<file path="src/rtl/swire_pkg.sv">
package swire_pkg;

    localparam logic [1:0] OP_RESET = 2'd0;
    localparam logic [1:0] OP_WRITE = 2'd1;
    localparam logic [1:0] OP_READ  = 2'd2;

    localparam int BYTE_BITS = 8;
    localparam int IDX_W     = $clog2(BYTE_BITS);

    typedef enum logic [2:0] {
        ST_IDLE    = 3'd0,
        ST_RST_LOW = 3'd1,
        ST_RST_REL = 3'd2,
        ST_SLOT    = 3'd3,
        ST_REC     = 3'd4
    } swire_state_e;

endpackage

</file>
<file path="src/rtl/swire_sync.sv">
module swire_sync #(
    parameter int STAGES = 2,
    parameter logic RESET_VAL = 1'b1
) (
    input  logic clk,
    input  logic rst_n,
    input  logic d_in,
    output logic d_out
);
    logic [STAGES-1:0] chain_q;

    generate
        for (genvar i = 0; i < STAGES; i++) begin : g_stage
            always_ff @(posedge clk or negedge rst_n) begin
                if (!rst_n) begin
                    chain_q[i] <= RESET_VAL;
                end else begin
                    if (i == 0) begin
                        chain_q[i] <= d_in;
                    end else begin
                        chain_q[i] <= chain_q[(i > 0) ? i-1 : 0];
                    end
                end
            end
        end
    endgenerate

    assign d_out = chain_q[STAGES-1];
endmodule

</file>
<file path="src/rtl/swire_timing.sv">
module swire_timing #(
    parameter int CNT_W          = 16,
    parameter int STD_RST_LOW    = 24000,
    parameter int STD_PRES_SMP   = 3500,
    parameter int STD_RST_REL    = 24000,
    parameter int STD_SLOT       = 3000,
    parameter int STD_W1_LOW     = 300,
    parameter int STD_RD_LOW     = 100,
    parameter int STD_RD_SMP     = 750,
    parameter int STD_REC        = 250,
    parameter int OD_RST_LOW     = 2400,
    parameter int OD_PRES_SMP    = 400,
    parameter int OD_RST_REL     = 2400,
    parameter int OD_SLOT        = 300,
    parameter int OD_W1_LOW      = 50,
    parameter int OD_RD_LOW      = 50,
    parameter int OD_RD_SMP      = 100,
    parameter int OD_REC         = 100
) (
    input  logic             od_sel,
    output logic [CNT_W-1:0] t_rst_low,
    output logic [CNT_W-1:0] t_pres_smp,
    output logic [CNT_W-1:0] t_rst_rel,
    output logic [CNT_W-1:0] t_slot,
    output logic [CNT_W-1:0] t_w1_low,
    output logic [CNT_W-1:0] t_rd_low,
    output logic [CNT_W-1:0] t_rd_smp,
    output logic [CNT_W-1:0] t_rec
);
    localparam logic [CNT_W-1:0] S_RL = CNT_W'(STD_RST_LOW);
    localparam logic [CNT_W-1:0] S_PS = CNT_W'(STD_PRES_SMP);
    localparam logic [CNT_W-1:0] S_RR = CNT_W'(STD_RST_REL);
    localparam logic [CNT_W-1:0] S_SL = CNT_W'(STD_SLOT);
    localparam logic [CNT_W-1:0] S_W1 = CNT_W'(STD_W1_LOW);
    localparam logic [CNT_W-1:0] S_RD = CNT_W'(STD_RD_LOW);
    localparam logic [CNT_W-1:0] S_RS = CNT_W'(STD_RD_SMP);
    localparam logic [CNT_W-1:0] S_RC = CNT_W'(STD_REC);
    localparam logic [CNT_W-1:0] O_RL = CNT_W'(OD_RST_LOW);
    localparam logic [CNT_W-1:0] O_PS = CNT_W'(OD_PRES_SMP);
    localparam logic [CNT_W-1:0] O_RR = CNT_W'(OD_RST_REL);
    localparam logic [CNT_W-1:0] O_SL = CNT_W'(OD_SLOT);
    localparam logic [CNT_W-1:0] O_W1 = CNT_W'(OD_W1_LOW);
    localparam logic [CNT_W-1:0] O_RD = CNT_W'(OD_RD_LOW);
    localparam logic [CNT_W-1:0] O_RS = CNT_W'(OD_RD_SMP);
    localparam logic [CNT_W-1:0] O_RC = CNT_W'(OD_REC);

    always_comb begin
        t_rst_low  = od_sel ? O_RL : S_RL;
        t_pres_smp = od_sel ? O_PS : S_PS;
        t_rst_rel  = od_sel ? O_RR : S_RR;
        t_slot     = od_sel ? O_SL : S_SL;
        t_w1_low   = od_sel ? O_W1 : S_W1;
        t_rd_low   = od_sel ? O_RD : S_RD;
        t_rd_smp   = od_sel ? O_RS : S_RS;
        t_rec      = od_sel ? O_RC : S_RC;
    end
endmodule

</file>
<file path="src/rtl/swire_master.sv">
module swire_master
    import swire_pkg::*;
#(
    parameter int SYNC_STAGES    = 2,
    parameter int STD_RST_LOW    = 24000,
    parameter int STD_PRES_SMP   = 3500,
    parameter int STD_RST_REL    = 24000,
    parameter int STD_SLOT       = 3000,
    parameter int STD_W1_LOW     = 300,
    parameter int STD_RD_LOW     = 100,
    parameter int STD_RD_SMP     = 750,
    parameter int STD_REC        = 250,
    parameter int OD_RST_LOW     = 2400,
    parameter int OD_PRES_SMP    = 400,
    parameter int OD_RST_REL     = 2400,
    parameter int OD_SLOT        = 300,
    parameter int OD_W1_LOW      = 50,
    parameter int OD_RD_LOW      = 50,
    parameter int OD_RD_SMP      = 100,
    parameter int OD_REC         = 100
) (
    input  logic       clk,
    input  logic       rst_n,
    input  logic       cmd_valid,
    input  logic [1:0] cmd_op,
    input  logic       cmd_byte,
    input  logic [7:0] cmd_wdata,
    input  logic       overdrive,
    input  logic       line_in,
    output logic       drive_low,
    output logic       busy,
    output logic       done,
    output logic       presence,
    output logic [7:0] rdata
);
    function automatic int imax(input int a, input int b);
        return (a > b) ? a : b;
    endfunction

    localparam int MAX_STD = imax(imax(STD_RST_LOW, STD_RST_REL), imax(STD_SLOT, STD_REC));
    localparam int MAX_OD  = imax(imax(OD_RST_LOW, OD_RST_REL), imax(OD_SLOT, OD_REC));
    localparam int MAX_T   = imax(MAX_STD, MAX_OD);
    localparam int CNT_W   = $clog2(MAX_T + 1);
    localparam logic [IDX_W-1:0] LAST_IDX = IDX_W'(BYTE_BITS - 1);

    typedef struct packed {
        swire_state_e           state;
        logic [CNT_W-1:0]       cnt;
        logic [IDX_W-1:0]       idx;
        logic                   od;
        logic [1:0]             op;
        logic                   byt;
        logic [BYTE_BITS-1:0]   tx;
        logic [BYTE_BITS-1:0]   rx;
        logic                   pres_seen;
        logic                   busy;
        logic                   done;
        logic                   presence;
        logic [BYTE_BITS-1:0]   rdata;
        logic                   drive;
    } regs_t;

    regs_t r_q, r_d;

    logic             line_s;
    logic [CNT_W-1:0] t_rst_low, t_pres_smp, t_rst_rel, t_slot;
    logic [CNT_W-1:0] t_w1_low, t_rd_low, t_rd_smp, t_rec;
    logic [CNT_W-1:0] low_len;
    logic             cnt_last;

    swire_sync #(.STAGES(SYNC_STAGES), .RESET_VAL(1'b1)) u_sync (
        .clk   (clk),
        .rst_n (rst_n),
        .d_in  (line_in),
        .d_out (line_s)
    );

    swire_timing #(
        .CNT_W(CNT_W),
        .STD_RST_LOW(STD_RST_LOW), .STD_PRES_SMP(STD_PRES_SMP), .STD_RST_REL(STD_RST_REL),
        .STD_SLOT(STD_SLOT), .STD_W1_LOW(STD_W1_LOW), .STD_RD_LOW(STD_RD_LOW),
        .STD_RD_SMP(STD_RD_SMP), .STD_REC(STD_REC),
        .OD_RST_LOW(OD_RST_LOW), .OD_PRES_SMP(OD_PRES_SMP), .OD_RST_REL(OD_RST_REL),
        .OD_SLOT(OD_SLOT), .OD_W1_LOW(OD_W1_LOW), .OD_RD_LOW(OD_RD_LOW),
        .OD_RD_SMP(OD_RD_SMP), .OD_REC(OD_REC)
    ) u_timing (
        .od_sel     (r_q.od),
        .t_rst_low  (t_rst_low),
        .t_pres_smp (t_pres_smp),
        .t_rst_rel  (t_rst_rel),
        .t_slot     (t_slot),
        .t_w1_low   (t_w1_low),
        .t_rd_low   (t_rd_low),
        .t_rd_smp   (t_rd_smp),
        .t_rec      (t_rec)
    );

    always_comb begin
        r_d      = r_q;
        r_d.done = 1'b0;
        cnt_last = 1'b0;

        unique case (r_q.state)
            ST_IDLE: begin
                if (cmd_valid && (cmd_op != 2'd3)) begin
                    r_d.od   = overdrive;
                    r_d.op   = cmd_op;
                    r_d.byt  = cmd_byte;
                    r_d.tx   = cmd_wdata;
                    r_d.rx   = '0;
                    r_d.idx  = '0;
                    r_d.cnt  = '0;
                    r_d.busy = 1'b1;
                    r_d.pres_seen = 1'b0;
                    r_d.state = (cmd_op == OP_RESET) ? ST_RST_LOW : ST_SLOT;
                end
            end
            ST_RST_LOW: begin
                cnt_last = (r_q.cnt == t_rst_low - 1'b1);
                r_d.cnt  = cnt_last ? '0 : r_q.cnt + 1'b1;
                if (cnt_last) r_d.state = ST_RST_REL;
            end
            ST_RST_REL: begin
                cnt_last = (r_q.cnt == t_rst_rel - 1'b1);
                r_d.cnt  = r_q.cnt + 1'b1;
                if (r_q.cnt == t_pres_smp - 1'b1) r_d.pres_seen = ~line_s;
                if (cnt_last) begin
                    r_d.state    = ST_IDLE;
                    r_d.cnt      = '0;
                    r_d.busy     = 1'b0;
                    r_d.done     = 1'b1;
                    r_d.presence = r_q.pres_seen;
                end
            end
            ST_SLOT: begin
                cnt_last = (r_q.cnt == t_slot - 1'b1);
                r_d.cnt  = r_q.cnt + 1'b1;
                if ((r_q.op == OP_READ) && (r_q.cnt == t_rd_smp - 1'b1))
                    r_d.rx = {line_s, r_q.rx[BYTE_BITS-1:1]};
                if (cnt_last) begin
                    r_d.state = ST_REC;
                    r_d.cnt   = '0;
                    r_d.tx    = {1'b1, r_q.tx[BYTE_BITS-1:1]};
                end
            end
            ST_REC: begin
                cnt_last = (r_q.cnt == t_rec - 1'b1);
                r_d.cnt  = r_q.cnt + 1'b1;
                if (cnt_last) begin
                    r_d.cnt = '0;
                    if (r_q.byt && (r_q.idx != LAST_IDX)) begin
                        r_d.idx   = r_q.idx + 1'b1;
                        r_d.state = ST_SLOT;
                    end else begin
                        r_d.state = ST_IDLE;
                        r_d.busy  = 1'b0;
                        r_d.done  = 1'b1;
                        if (r_q.op == OP_READ)
                            r_d.rdata = r_q.byt ? r_q.rx
                                                : {{(BYTE_BITS-1){1'b0}}, r_q.rx[BYTE_BITS-1]};
                    end
                end
            end
            default: begin
                r_d.state = ST_IDLE;
                r_d.busy  = 1'b0;
            end
        endcase

        unique case (r_d.op)
            OP_WRITE: low_len = r_d.tx[0] ? t_w1_low : t_slot;
            OP_READ:  low_len = t_rd_low;
            default:  low_len = t_slot;
        endcase

        r_d.drive = (r_d.state == ST_RST_LOW) ||
                    ((r_d.state == ST_SLOT) && (r_d.cnt < low_len));
    end

    always_ff @(posedge clk or negedge rst_n) begin
        if (!rst_n) begin
            r_q       <= '0;
            r_q.state <= ST_IDLE;
        end else begin
            r_q <= r_d;
        end
    end

    assign drive_low = r_q.drive;
    assign busy      = r_q.busy;
    assign done      = r_q.done;
    assign presence  = r_q.presence;
    assign rdata     = r_q.rdata;
endmodule

</file>
<file path="config.mk">
export PLATFORM = sky130hd
export DESIGN_NAME = swire_master
export DESIGN_NICKNAME = d
export VERILOG_FILES = /design/src/rtl/swire_pkg.sv /design/src/rtl/swire_sync.sv /design/src/rtl/swire_timing.sv /design/src/rtl/swire_master.sv
export SDC_FILE = /design/constraint.sdc
export NUM_CORES = 1
export LEC_CHECK = 0
export ABC_AREA = 1
export BUFFER_PORTS_ARGS = -buffer_cell sky130_fd_sc_hd__buf_2
export CAP_MARGIN = 5
export CORE_MARGIN = 3
export CORE_UTILIZATION = 30
export CTS_CLUSTER_DIAMETER = 120
export DETAILED_ROUTE_END_ITERATION = 8
export GPL_ROUTABILITY_DRIVEN = 0
export GPL_TIMING_DRIVEN = 1
export HOLD_SLACK_MARGIN = 0.1
export PLACE_DENSITY_LB_ADDON = 0.08
export SLEW_MARGIN = 15
export SYNTH_ARGS = -nofsm -noshare
export SYNTH_HDL_FRONTEND = slang
export SYNTH_HIERARCHICAL = 1
export SYNTH_SLANG_ARGS = --single-unit
</file>
<file path="constraint.sdc">
create_clock -name clk -period 4.2 [get_ports clk]
set_input_delay 0 -clock clk [delete_from_list [all_inputs] [get_ports clk]]
set_output_delay 0 -clock clk [all_outputs]
set_load 0.05 [all_outputs]
</file>
==> results of run 1 <==
==> registers in the layout (all words and copies together) (netlist names) <==
| signal | count |
|---|---|
| r_q | 42 |
| u_sync/chain_q | 1 |
| drive_low | 1 |
| done | 1 |
| u_sync/d_out | 1 |
| presence | 1 |
| busy | 1 |
| rdata | 8 |
==> worst max-delay path by stage <==
stage	startpoint	endpoint	slack (ns)	cells after the start
after global routing	r_q[51]$_DFF_PN0_	drive_low$_DFF_PN0_	0.03	20
after floorplan	r_q[32]$_DFFE_PN0P_	drive_low$_DFF_PN0_	0.33	23
after CTS	r_q[51]$_DFF_PN0_	drive_low$_DFF_PN0_	0.47	20
after global placement	r_q[37]$_DFF_PN0_	drive_low$_DFF_PN0_	0.46	24
after detailed placement	r_q[51]$_DFF_PN0_	drive_low$_DFF_PN0_	0.48	20
final	r_q[51]$_DFF_PN0_	drive_low$_DFF_PN0_	0.44	20
==> metal layers <==
| layer | GRT usage | vias up | share of wire |
|---|---|---|---|
| met5 | 0 | - | 0 |
| met4 | 0.0480 | 0 | 0.026 |
| met3 | 0.0215 | 28 | 0.027 |
| met2 | 0.282 | 93 | 0.45 |
| met1 | 0.241 | 3138 | 0.50 |
| li1 | - | 3711 | - |
==> kinds of logic after synthesis <==
family / after synthesis / share of synthesized area
compound gates: 148 / 0.108
xor+xnor: 118 / 0.135
fa+ha+maj: 25 / 0.0399
buf+inv: 287 / 0.204
flops: 56 / 0.179
mux: 1 / 0.00128
other cells: 2 / 0.000957
simple gates: 578 / 0.332
==> metrics by stage <==
stage / total power, W / utilization
6_report: 0.00394 / 0.319
4_1_cts: 0.00395 / 0.319
3_3_place_gp: 0.00346 / 0.308
5_1_grt: 0.00437 / 0.319
3_5_place_dp: 0.00342 / 0.308
2_1_floorplan: 0.00292 / -
==> report_power, final <==
part	total, W	switching (W)	internal (W)
clock network	0.000489	0.000208	0.000282
registers	0.000749	0.000110	0.000639
logic	0.00270	0.00180	0.000904
==> final cells by class <==
cell class / count / area, um^2 / share of cell area
Tap cell: 330 / 413 / 0.0508
Clock buffer: 6 / 129 / 0.0158
Timing Repair Buffer: 75 / 523 / 0.0643
Clock inverter: 2 / 35.0 / 0.00431
Inverter: 129 / 484 / 0.0595
Sequential cell: 56 / 1400 / 0.173
Multi-Input combinational cell: 951 / 5140 / 0.633
==> worst max-delay path: cells and delay by family, from the launching register on <==
family | cells | cell delay (ns)
AO/OA/AOI/OAI | 7 | 1.04
adder cells (fa/ha/maj) | 2 | 0.89
AND/OR/NAND/NOR | 7 | 0.87
buffers and inverters | 4 | 0.48
flip-flops | 1 | 0.42
==> placed cells by master (no fill, tap or decap), drive strengths merged, types with 2 or more instances in the layout <==
cell type	netlist	routed
nand2	279	279
nor2	149	149
inv	128	128
conb	2	81
o21ai	79	79
xor2	75	75
nand3	75	75
buf	146	64
dfrtp	54	54
xnor2	41	41
a21oi	31	31
ha	25	25
nor3	25	25
nand4	24	24
o22ai	12	12
dlygate4sd3	0	11
or2	9	9
nand3b	8	8
clkbuf	12	6
a211oi	5	5
nor4	4	4
o21a	3	3
o221ai	3	3
o311ai	3	3
xnor3	2	2
and2	2	2
o31ai	2	2
a2111oi	2	2
dfstp	2	2
clkinv	1	2
==> summary.md, run 1 <==
| Metric | Value |
|---|---|
| Via count | between 6000 and 7000 |
| Gate Count Post-Synth | 1215 |
| Placed Cells | between 1500 and 2000 |
| RSZ-0062 raised after global routing | no |
| Post-Route WL | 24.1 mm |
| Initial antenna violation count | 0 |
| Post-CTS setup buffers | 0 |
| Via/cell ratio | 4.50 |
| Number of port buffers | 27 |
| Die Width | roughly 170 um |
| Overall Global Routing Usage | 0.173 |
| Critical path cell sequence | nor2_1 > inv_1 > nor2_1 > inv_1 > nor2_1 > clkinv_1 > nor2_1 > a21oi_1 > inv_1 > ha_1 > o21ai_0 > o21ai_1 > o21ai_0 > ha_1 > a21oi_1 > o21a_1 > o221ai_1 > nor3_1 > nand2_1 > nand2_1 |
| Hold depth | 5 |
| Max Slew Vio Count | 0 |
| Min cycle time layout | 3.76 ns |
| Hold Path Sink | r_q[30]$_DFF_PN0_ |
| Crit path required time | roughly 4.5 ns |
| Clock slew at reported path FFs | approximately 0.080 ns |
| Hold Path Class | input port to register |
| Worst-Margin Slew | between 0.7 and 0.8 ns |
| Crit-path max cell delay | around 0.52 ns |
| Final Instance Area | 8130 um^2 |
| Layout Cells excl Fill | between 1500 and 2000 |
| Reg-to-Reg End | drive_low$_DFF_PN0_ |
| Fmax | around 270 MHz |
| H-tree Lvls | 2 |
| Final worst slack | 0.444 ns |
| Initial Utilization | 0.308 |
| Dominant cells by area after synthesis | dfrtp_1, nand2_1, buf_4, xor2_1, nor2_1 |
| CTS Buffer Depth | 2 |
| Pwr/cell area | approximately 480 nW/um^2 |
| Syn Area/Cell | 6.46 um^2 |
| Crit-path most repeated cell | nor2_1 |
| Row count | 58 |
| Pleak | ~3.9 nW |
| Pre-Repair DR Iteration Count | 5 |
| I/O pin count | 28 |
| #FFs+latches synth | between 50 and 60 |
| Post-cts sizing count | 0 |
| Worst Setup End Kind | register |
| Worst skew pair latency | 0.30 ns |
| Top cells by count, synth | nand2_1, nor2_1, buf_4 |
| CP max FO | 15 |
| Filler Cell Count | around 2900 |
| CTS buffer count | 5 |
| Hold slack | around 0.10 ns |
| R2r startpoint | r_q[51]$_DFF_PN0_ |
| Synth unique cells | 58 |
| # nets final | between 1000 and 1500 |
| Cell accounting for the most synthesized area | dfrtp_1 |
| Top_reg_cell synth | dfrtp_1 |
| Proportion of layout cells with a drive suffix above 1 | 0.0968 |
| Final setup viols | 0 |
| Register area share after synthesis | 0.179 |
| P&R area growth vs syn | 3.67% |
| Setup TNS Final | 0 ns |
| Die Ht | 168 um |
| Total core area | between 20000 and 30000 um^2 |
| Startpoint types | register |
| Largest net degree at the start of global routing | between 50 and 60 |
| Drt wl/cell | between 15 and 20 um |
| Kind of critical path | register to register |
| Root Buffer | clkbuf_16 |
| Dpl ws | slightly below 0.5 ns |
| Setup Skew | between 0.01 and 0.015 ns |
| Peak VDD IR | just over 0.3 mV |
| Clk sink count | 56 |
| Antenna viol nets, final | 0 |
| Remaining DRCs | 0 |
| Status | complete, no violations |
| Fin. Hold Viols | 0 |
| Diode count | 0 |
| Global route total overflow | 0 |
| Reg2reg path depth | 20 |
| Post-DP Area | roughly 7900 um^2 |
| Vias in the first global route | 6883 |
| Max_slew headroom | 0.478 |
| Worst path slowest cell | ha_1 |
| Hold_sp | cmd_op[0] |
| Hold_buf cts | 11 |
| Yosys warnings | 6 |
| Iteration-0 DRC count of the detailed router | 444 |
| Post-DP HPWL | approximately 19 mm |
| CTS tree | yes |
| Flop2flop setup slack | around 0.44 ns |
| Most frequent cell after synthesis | nand2_1 |
| Post-synthesis cell area | between 7000 and 8000 um^2 |
| First-pass GRT wire length | 38.3 mm |
| Final critical-path share of the clock period | 0.894 |
| Synth top area share | 0.172 |
| Die area | 28100 um^2 |
| Crit path DAT | approximately 4.0 ns |
| Max Cap Violations | 0 |
| Post-synth EDFFs | 0 |
| FFs w/ async S/R, synth | 1.00 |
No activity file was read; power rests on OpenSTA's default activity.
==> run 2: changes to the inputs <==
Clock period 4.2 ns to 4.5 ns, I/O delays scaled along.
==> run 2 against run 1 <==
- total power shrank 8.8%
- non-clock buffer count is 14 lower
- via count shrank 1.2%
- critical endpoint unchanged
- largest cell class unchanged
==> summary.md, run 2 (synthesis results as in run 1) <==
| Metric | Value |
|---|---|
| Commonest non-fill, non-tap cell in the layout | nand2_1 |
| Remaining DRCs | 0 (unchanged) |
| Status | complete, no violations |
| Kind of critical path | register to register |
| H-tree Lvls | 2 (unchanged) |
| Clock slew at reported path FFs | 0.08 ns (about the same) |
| Final critical-path share of the clock period | 0.856 (-0.0382) |
| Filler Cell Count | 2840 (-1.1%) |
| Die Ht | 168 um (unchanged) |
| Largest net degree at the start of global routing | 57 (unchanged) |
| Antenna viol nets, final | 0 (unchanged) |
| Fin. Hold Viols | 0 (unchanged) |
| RSZ-0062 raised after global routing | no |
| CP max FO | 44 (+29) |
| Worst path slowest cell | buf_4 |
| Max Cap Violations | 0 (unchanged) |
| # nets final | 1245 (-1.1%) |
| Final Instance Area | 8040 um^2 (-1.2%) |
| Buffers and inverters on the worst path | 4 (unchanged) |
| Delay-heaviest family, CP | simple AND/OR/NAND/NOR gates |
| Number of port buffers | 27 (unchanged) |
| Number of flip-flops in the largest register | 42 (unchanged) |
| Crit path DAT | 4.11 ns (+0.11 ns) |
| Iteration-0 DRC count of the detailed router | 314 (-29%) |
| CTS buffer count | 5 (unchanged) |
| Via/cell ratio | 4.48 (-0.33%) |
| Setup Skew | 0.00874 ns (-0.00245 ns) |
| Proportion of layout cells with a drive suffix above 1 | 0.0863 (-0.0105) |
| Post-Route WL | 23.8 mm (-1.3%) |
| Via count | 6884 (-1.2%) |
| Total power | 0.00360 W (-8.8%) |
| Total core area | 25500 um^2 (unchanged) |
| Crit-path max cell delay | 0.45 ns (-0.07 ns) |
| CTS tree | yes |
| First-pass GRT wire length | 37.0 mm (-3.5%) |
| Final setup viols | 0 (unchanged) |
| Peak VDD IR | 0.248 mV (-20%) |
| Multi-input logic area | 5140 um^2 (about the same) |
| I/O pin count | 28 (unchanged) |
| Root Buffer | clkbuf_16 |
| Pre-Repair DR Iteration Count | 5 (unchanged) |
| Setup TNS Final | 0 ns (unchanged) |
| Overall Global Routing Usage | 0.168 (-0.00477) |
| Row count | 58 (unchanged) |
| Worst-Margin Slew | 0.793 ns (+0.0107 ns) |
| Die Width | 168 um (unchanged) |
| Drt wl/cell | 15.5 um (-0.38%) |
| Clk sink count | 56 (unchanged) |
| Post-route core utilization | 0.316 (-0.00373) |
| Post-DP HPWL | 18.5 mm (-1.3%) |
| Post-DP Area | 7750 um^2 (-1.4%) |
| Vias in the first global route | 6638 (-3.6%) |
| Hold_sp | cmd_op[0] |
| Max_slew headroom | 0.471 (-0.00713) |
| Diode count | 0 (unchanged) |
| Startpoint types | register |
| Hold Path Class | input port to register |
| P&R area growth vs syn | 2.46% |
| Max Slew Vio Count | 0 (unchanged) |
| Worst Setup End Kind | register |
| Pwr/cell area | 448 nW/um^2 (-7.7%) |
| Most flops, register | r_q |
| Initial Utilization | 0.308 (unchanged) |
| CTS Buffer Depth | 2 (unchanged) |
| Crit-path most repeated cell | nand2_1 |
| Initial antenna violation count | 1 (+1) |
| Crit path from | r_q[32]$_DFFE_PN0P_ |
| Most frequent cells in the layout | nand2_1, nor2_1, inv_1 |
| Pleak | 3.83 nW (-1.6%) |
| Global route total overflow | 0 (unchanged) |
| Worst skew pair latency | 0.31 ns (about the same) |
| Fmax | 260 MHz (-2.5%) |
| Crit path required time | 4.75 ns (+0.30 ns) |
| Min cycle time layout | 3.85 ns (+0.0963 ns) |
| Sequential Area | 1400 um^2 (unchanged) |
| R2r startpoint | r_q[32]$_DFFE_PN0P_ |
| Die area | 28100 um^2 (unchanged) |
| Post-cts sizing count | 0 (unchanged) |
[run 2: routing by layer]
layer	track usage	share of wire	up-vias	routed length, um
li1	-	-	3679	-
met1	0.223	0.48	3087	11400
met2	0.289	0.47	93	11200
met3	0.0262	0.033	25	779
met4	0.0374	0.018	0	417
met5	0	0	-	0
[run 2: layout make-up]
| class | count | area share |
|---|---|---|
| Clock buffer | 6 | 0.0173 |
| Clock inverter | 2 | 0.00483 |
| Inverter | 129 | 0.0603 |
| Multi-Input combinational cell | 951 | 0.640 |
| Sequential cell | 56 | 0.175 |
| Tap cell | 330 | 0.0514 |
| Timing Repair Buffer | 61 | 0.0520 |
[run 2: what timing repair did]
| item | CTS | global route |
|---|---|---|
| buffers inserted | 0 | 0 |
| endpoints found under the hold margin | 64 | 0 |
| hold buffers | 11 | 0 |
[run 2: worst min-delay path: cells and delay by family]
kind | cells | cell delay, ns
AOI/OAI and AO/OA | 1 | 0.07
buffers and inverters | 3 | 0.24
and+or+nand+nor | 1 | 0.11
[run 2: worst paths after layout]
check | to | slack, ns | cells after the start
min in group asynchronous | rdata[6]$_DFFE_PN0P_ | 0.39 | 3
max reg2reg | drive_low$_DFF_PN0_ | 0.65 | 26
max | drive_low$_DFF_PN0_ | 0.65 | 26
min | r_q[30]$_DFF_PN0_ | 0.14 | 5
min reg2reg | u_sync/d_out$_DFF_PN1_ | 0.37 | 0
max in group asynchronous | r_q[44]$_DFF_PN0_ | 3.59 | 3
[run 2: through the flow]
| stage | hold slack (ns) | instances | worst slack (ns) |
|---|---|---|---|
| 3_3_place_gp | 0.110 | 1516 | 0.648 |
| 6_report | 0.141 | 1535 | 0.648 |
| 4_1_cts | 0.129 | 1535 | 0.582 |
| 3_5_place_dp | 0.107 | 1516 | 0.605 |
| 5_1_grt | 0.170 | 1535 | 0.145 |
| 2_1_floorplan | -0.296 | 1294 | 0.625 |
[run 2: where the power goes]
group	switching, W	leakage [nW]	internal, W
Sequential	0.000120	0.744	0.000596
Clock	0.000213	0.0871	0.000280
Combinational	0.00160	3.00	0.000785
Total	0.00194	3.83	0.00166
==> run 3: changes to the inputs <==
Settings changed: CORE_UTILIZATION 30 to 62.
==> run 3 against run 2 <==
- clock power is 15% lower
- die area is 50% lower
- clock skew is 0.0091 ns higher
- critical path depth is 4 lower
- routed wire length is 18% lower
- final area is 3.3% lower
- core utilization is 32 points higher
- sequential share of layout area is 0.60 points higher
- register-to-register slack better by 0.07 ns
- fmax is 1.8% higher
- cell count is 11% lower
- via count is 2.5% higher
==> summary.md, run 3 (synthesis results as in run 1) <==
| Metric | Value |
|---|---|
| Most frequent cells in the layout | nand2_1, nor2_1, inv_1 |
| Worst Setup End Kind | register |
| Post-CTS setup buffers | 0 (unchanged) |
| Setup Skew | 0.0178 ns (+0.00906 ns) |
| Flop pwr share | 0.207 (+0.008) |
| Setup TNS Final | 0 ns (unchanged) |
| First-pass GRT wire length | 31.9 mm (-14%) |
| Diode count | 0 (unchanged) |
| CTS tree | yes |
| RSZ-0062 raised after global routing | no |
| CP max FO | 20 (-55%) |
| Final Instance Area | 7770 um^2 (-3.3%) |
| Pre-Repair DR Iteration Count | 5 (unchanged) |
| Multi-input logic area | 5140 um^2 (unchanged) |
| Clock power share | 0.123 (-0.014) |
| Sequential Area | 1400 um^2 (unchanged) |
| Max_slew headroom | 0.245 (-0.226) |
| Antenna viol nets, final | 0 (unchanged) |
| Kind of critical path | register to register |
| Proportion of layout cells with a drive suffix above 1 | 0.0825 (-0.00381) |
| Vias in the first global route | 6196 (-6.7%) |
| Clk sink count | 56 (unchanged) |
| Post-DP HPWL | 14.8 mm (-20%) |
| H-tree Lvls | 2 (unchanged) |
| Post-cts sizing count | 0 (unchanged) |
| Post-DP Area | 7510 um^2 (-3.1%) |
| CTS buffer count | 5 (unchanged) |
| Post-Route WL | 19.5 mm (-18%) |
| Worst skew pair latency | 0.31 ns (about the same) |
| Iteration-0 DRC count of the detailed router | 673 (+110%) |
| Combinational Power Share | 0.670 (+0.006) |
| Fmax | 264 MHz (+1.8%) |
| Row count | 40 (-31%) |
| # nets final | 1240 (-0.40%) |
| P&R area growth vs syn | -0.925% |
| Crit path required time | 4.74 ns (about the same) |
| Pwr/cell area | 438 nW/um^2 (-2.2%) |
| CTS Buffer Depth | 2 (unchanged) |
| Number of flip-flops in the largest register | 42 (unchanged) |
| Final setup viols | 0 (unchanged) |
| Max Slew Vio Count | 0 (unchanged) |
| Max Cap Violations | 0 (unchanged) |
| Initial antenna violation count | 0 (-1) |
| Hold Path Class | input port to register |
| Via/cell ratio | 5.16 (+15%) |
| Fin. Hold Viols | 0 (unchanged) |
| Final critical-path share of the clock period | 0.841 (-0.0149) |
| Largest net degree at the start of global routing | 57 (unchanged) |
| Sw Ratio | 0.535 (-0.00330) |
| Crit path DAT | 4.02 ns (-0.09 ns) |
| Initial Utilization | 0.642 (+0.334) |
| Number of port buffers | 27 (unchanged) |
| Die area | 14000 um^2 (-50%) |
| Die Width | 118 um (-29%) |
| Startpoint types | register |
| Status | complete, no violations |
| Root Buffer | clkbuf_16 |
| Worst-Margin Slew | 1.13 ns (+0.339 ns) |
| Min cycle time layout | 3.78 ns (-0.0669 ns) |
| Via count | 7058 (+2.5%) |
| Die Ht | 118 um (-29%) |
| Pleak | 3.79 nW (-1.1%) |
| Clock slew at reported path FFs | 0.08 ns (about the same) |
| Global route total overflow | 0 (unchanged) |
| Commonest non-fill, non-tap cell in the layout | nand2_1 |
| Filler Cell Count | 1223 (-57%) |
| I/O pin count | 28 (unchanged) |
| Total core area | 12200 um^2 (-52%) |
| Remaining DRCs | 0 (unchanged) |
| P_sw | 0.00182 W (-6.0%) |
| Overall Global Routing Usage | 0.279 (+0.111) |
| Internal | 0.00158 W (-4.8%) |
| Most flops, register | r_q |
| Drt wl/cell | 14.3 um (-7.8%) |
| Peak VDD IR | 0.341 mV (+37%) |
-- run 3: cell count changes in the layout (fill, tap and decap cells not counted) --
cell,previous run,this run
buf_4,23,18
inv_8,0,1
clkbuf_8,1,0
clkinvlp_4,0,1
bufinv_16,1,0
-- run 3: critical path, cell delays in order (launching register included) --
cell and delay, ns:
dfrtp_1 0.39, inv_2 0.32, inv_1 0.08, ha_1 0.23, or2_2 0.31, nand3_1 0.07
nand2_1 0.06, inv_1 0.06, nand4_1 0.07, nor3_1 0.20, nand2_1 0.15, inv_1 0.11
nor2_1 0.06, nor3_2 0.16, buf_4 0.21, o22ai_1 0.14, ha_1 0.38, a21oi_1 0.15
o21a_1 0.13, o221ai_1 0.11, nor3_1 0.19, nand2_1 0.07, nand2_1 0.05
-- run 3: through the flow --
step | worst slack (ns) | instances | util | power [W] | hold slack [ns]
floorplan | 0.625 | 1294 | - | 0.00273 | -0.296
detailed placement | 0.776 | 1349 | 0.615 | 0.00293 | 0.108
finish | 0.715 | 1368 | 0.636 | 0.00340 | 0.146
global route | 0.269 | 1368 | 0.636 | 0.00375 | 0.185
global placement | 0.799 | 1349 | 0.615 | 0.00291 | 0.109
CTS | 0.741 | 1368 | 0.636 | 0.00336 | 0.128
-- run 3: path summary, 6_finish.rpt --
kind                                             start                endpoint  slack (ns)  cells after the start
max                                r_q[32]$_DFFE_PN0P_     drive_low$_DFF_PN0_        0.72                     22
min                                          cmd_op[0]       r_q[30]$_DFF_PN0_        0.15                      5
max reg2reg                        r_q[32]$_DFFE_PN0P_     drive_low$_DFF_PN0_        0.72                     22
min reg2reg                u_sync/chain_q[0]$_DFF_PN1_  u_sync/d_out$_DFF_PN1_        0.37                      0
max in group asynchronous                        rst_n       r_q[52]$_DFF_PN0_        3.63                      3
min in group asynchronous                        rst_n    rdata[3]$_DFFE_PN0P_        0.37                      3
-- run 3: per-layer routing --
metal / wire length, um / track usage
met1: 8960 / 0.400
met2: 8910 / 0.454
met3: 1150 / 0.0263
met4: 495 / 0.0673
met5: 0 / 0
-- run 3: final cells by class --
type | count | area share
Multi-Input combinational cell | 951 | 0.661
Clock inverter | 3 | 0.00354
Clock buffer | 5 | 0.0161
Inverter | 129 | 0.0623
Sequential cell | 56 | 0.181
Timing Repair Buffer | 56 | 0.0489
Tap cell | 168 | 0.0270
-- run 3: power groups by stage --
| stage | combinational, W | clock, W | sequential [W] |
|---|---|---|---|
| 2_1_floorplan | 0.00205 | 0 | 0.000676 |
| 3_3_place_gp | 0.00220 | 0 | 0.000706 |
| 3_5_place_dp | 0.00222 | 0 | 0.000707 |
| 4_1_cts | 0.00224 | 0.000421 | 0.000698 |
| 5_1_grt | 0.00260 | 0.000443 | 0.000711 |
| 6_report | 0.00228 | 0.000419 | 0.000703 |
-- run 3: repair_timing --
action / in CTS / in global routing
endpoints found under the hold margin: 64 / 0
hold buffers: 11 / 0
setup endpoints to repair: 0 / 0
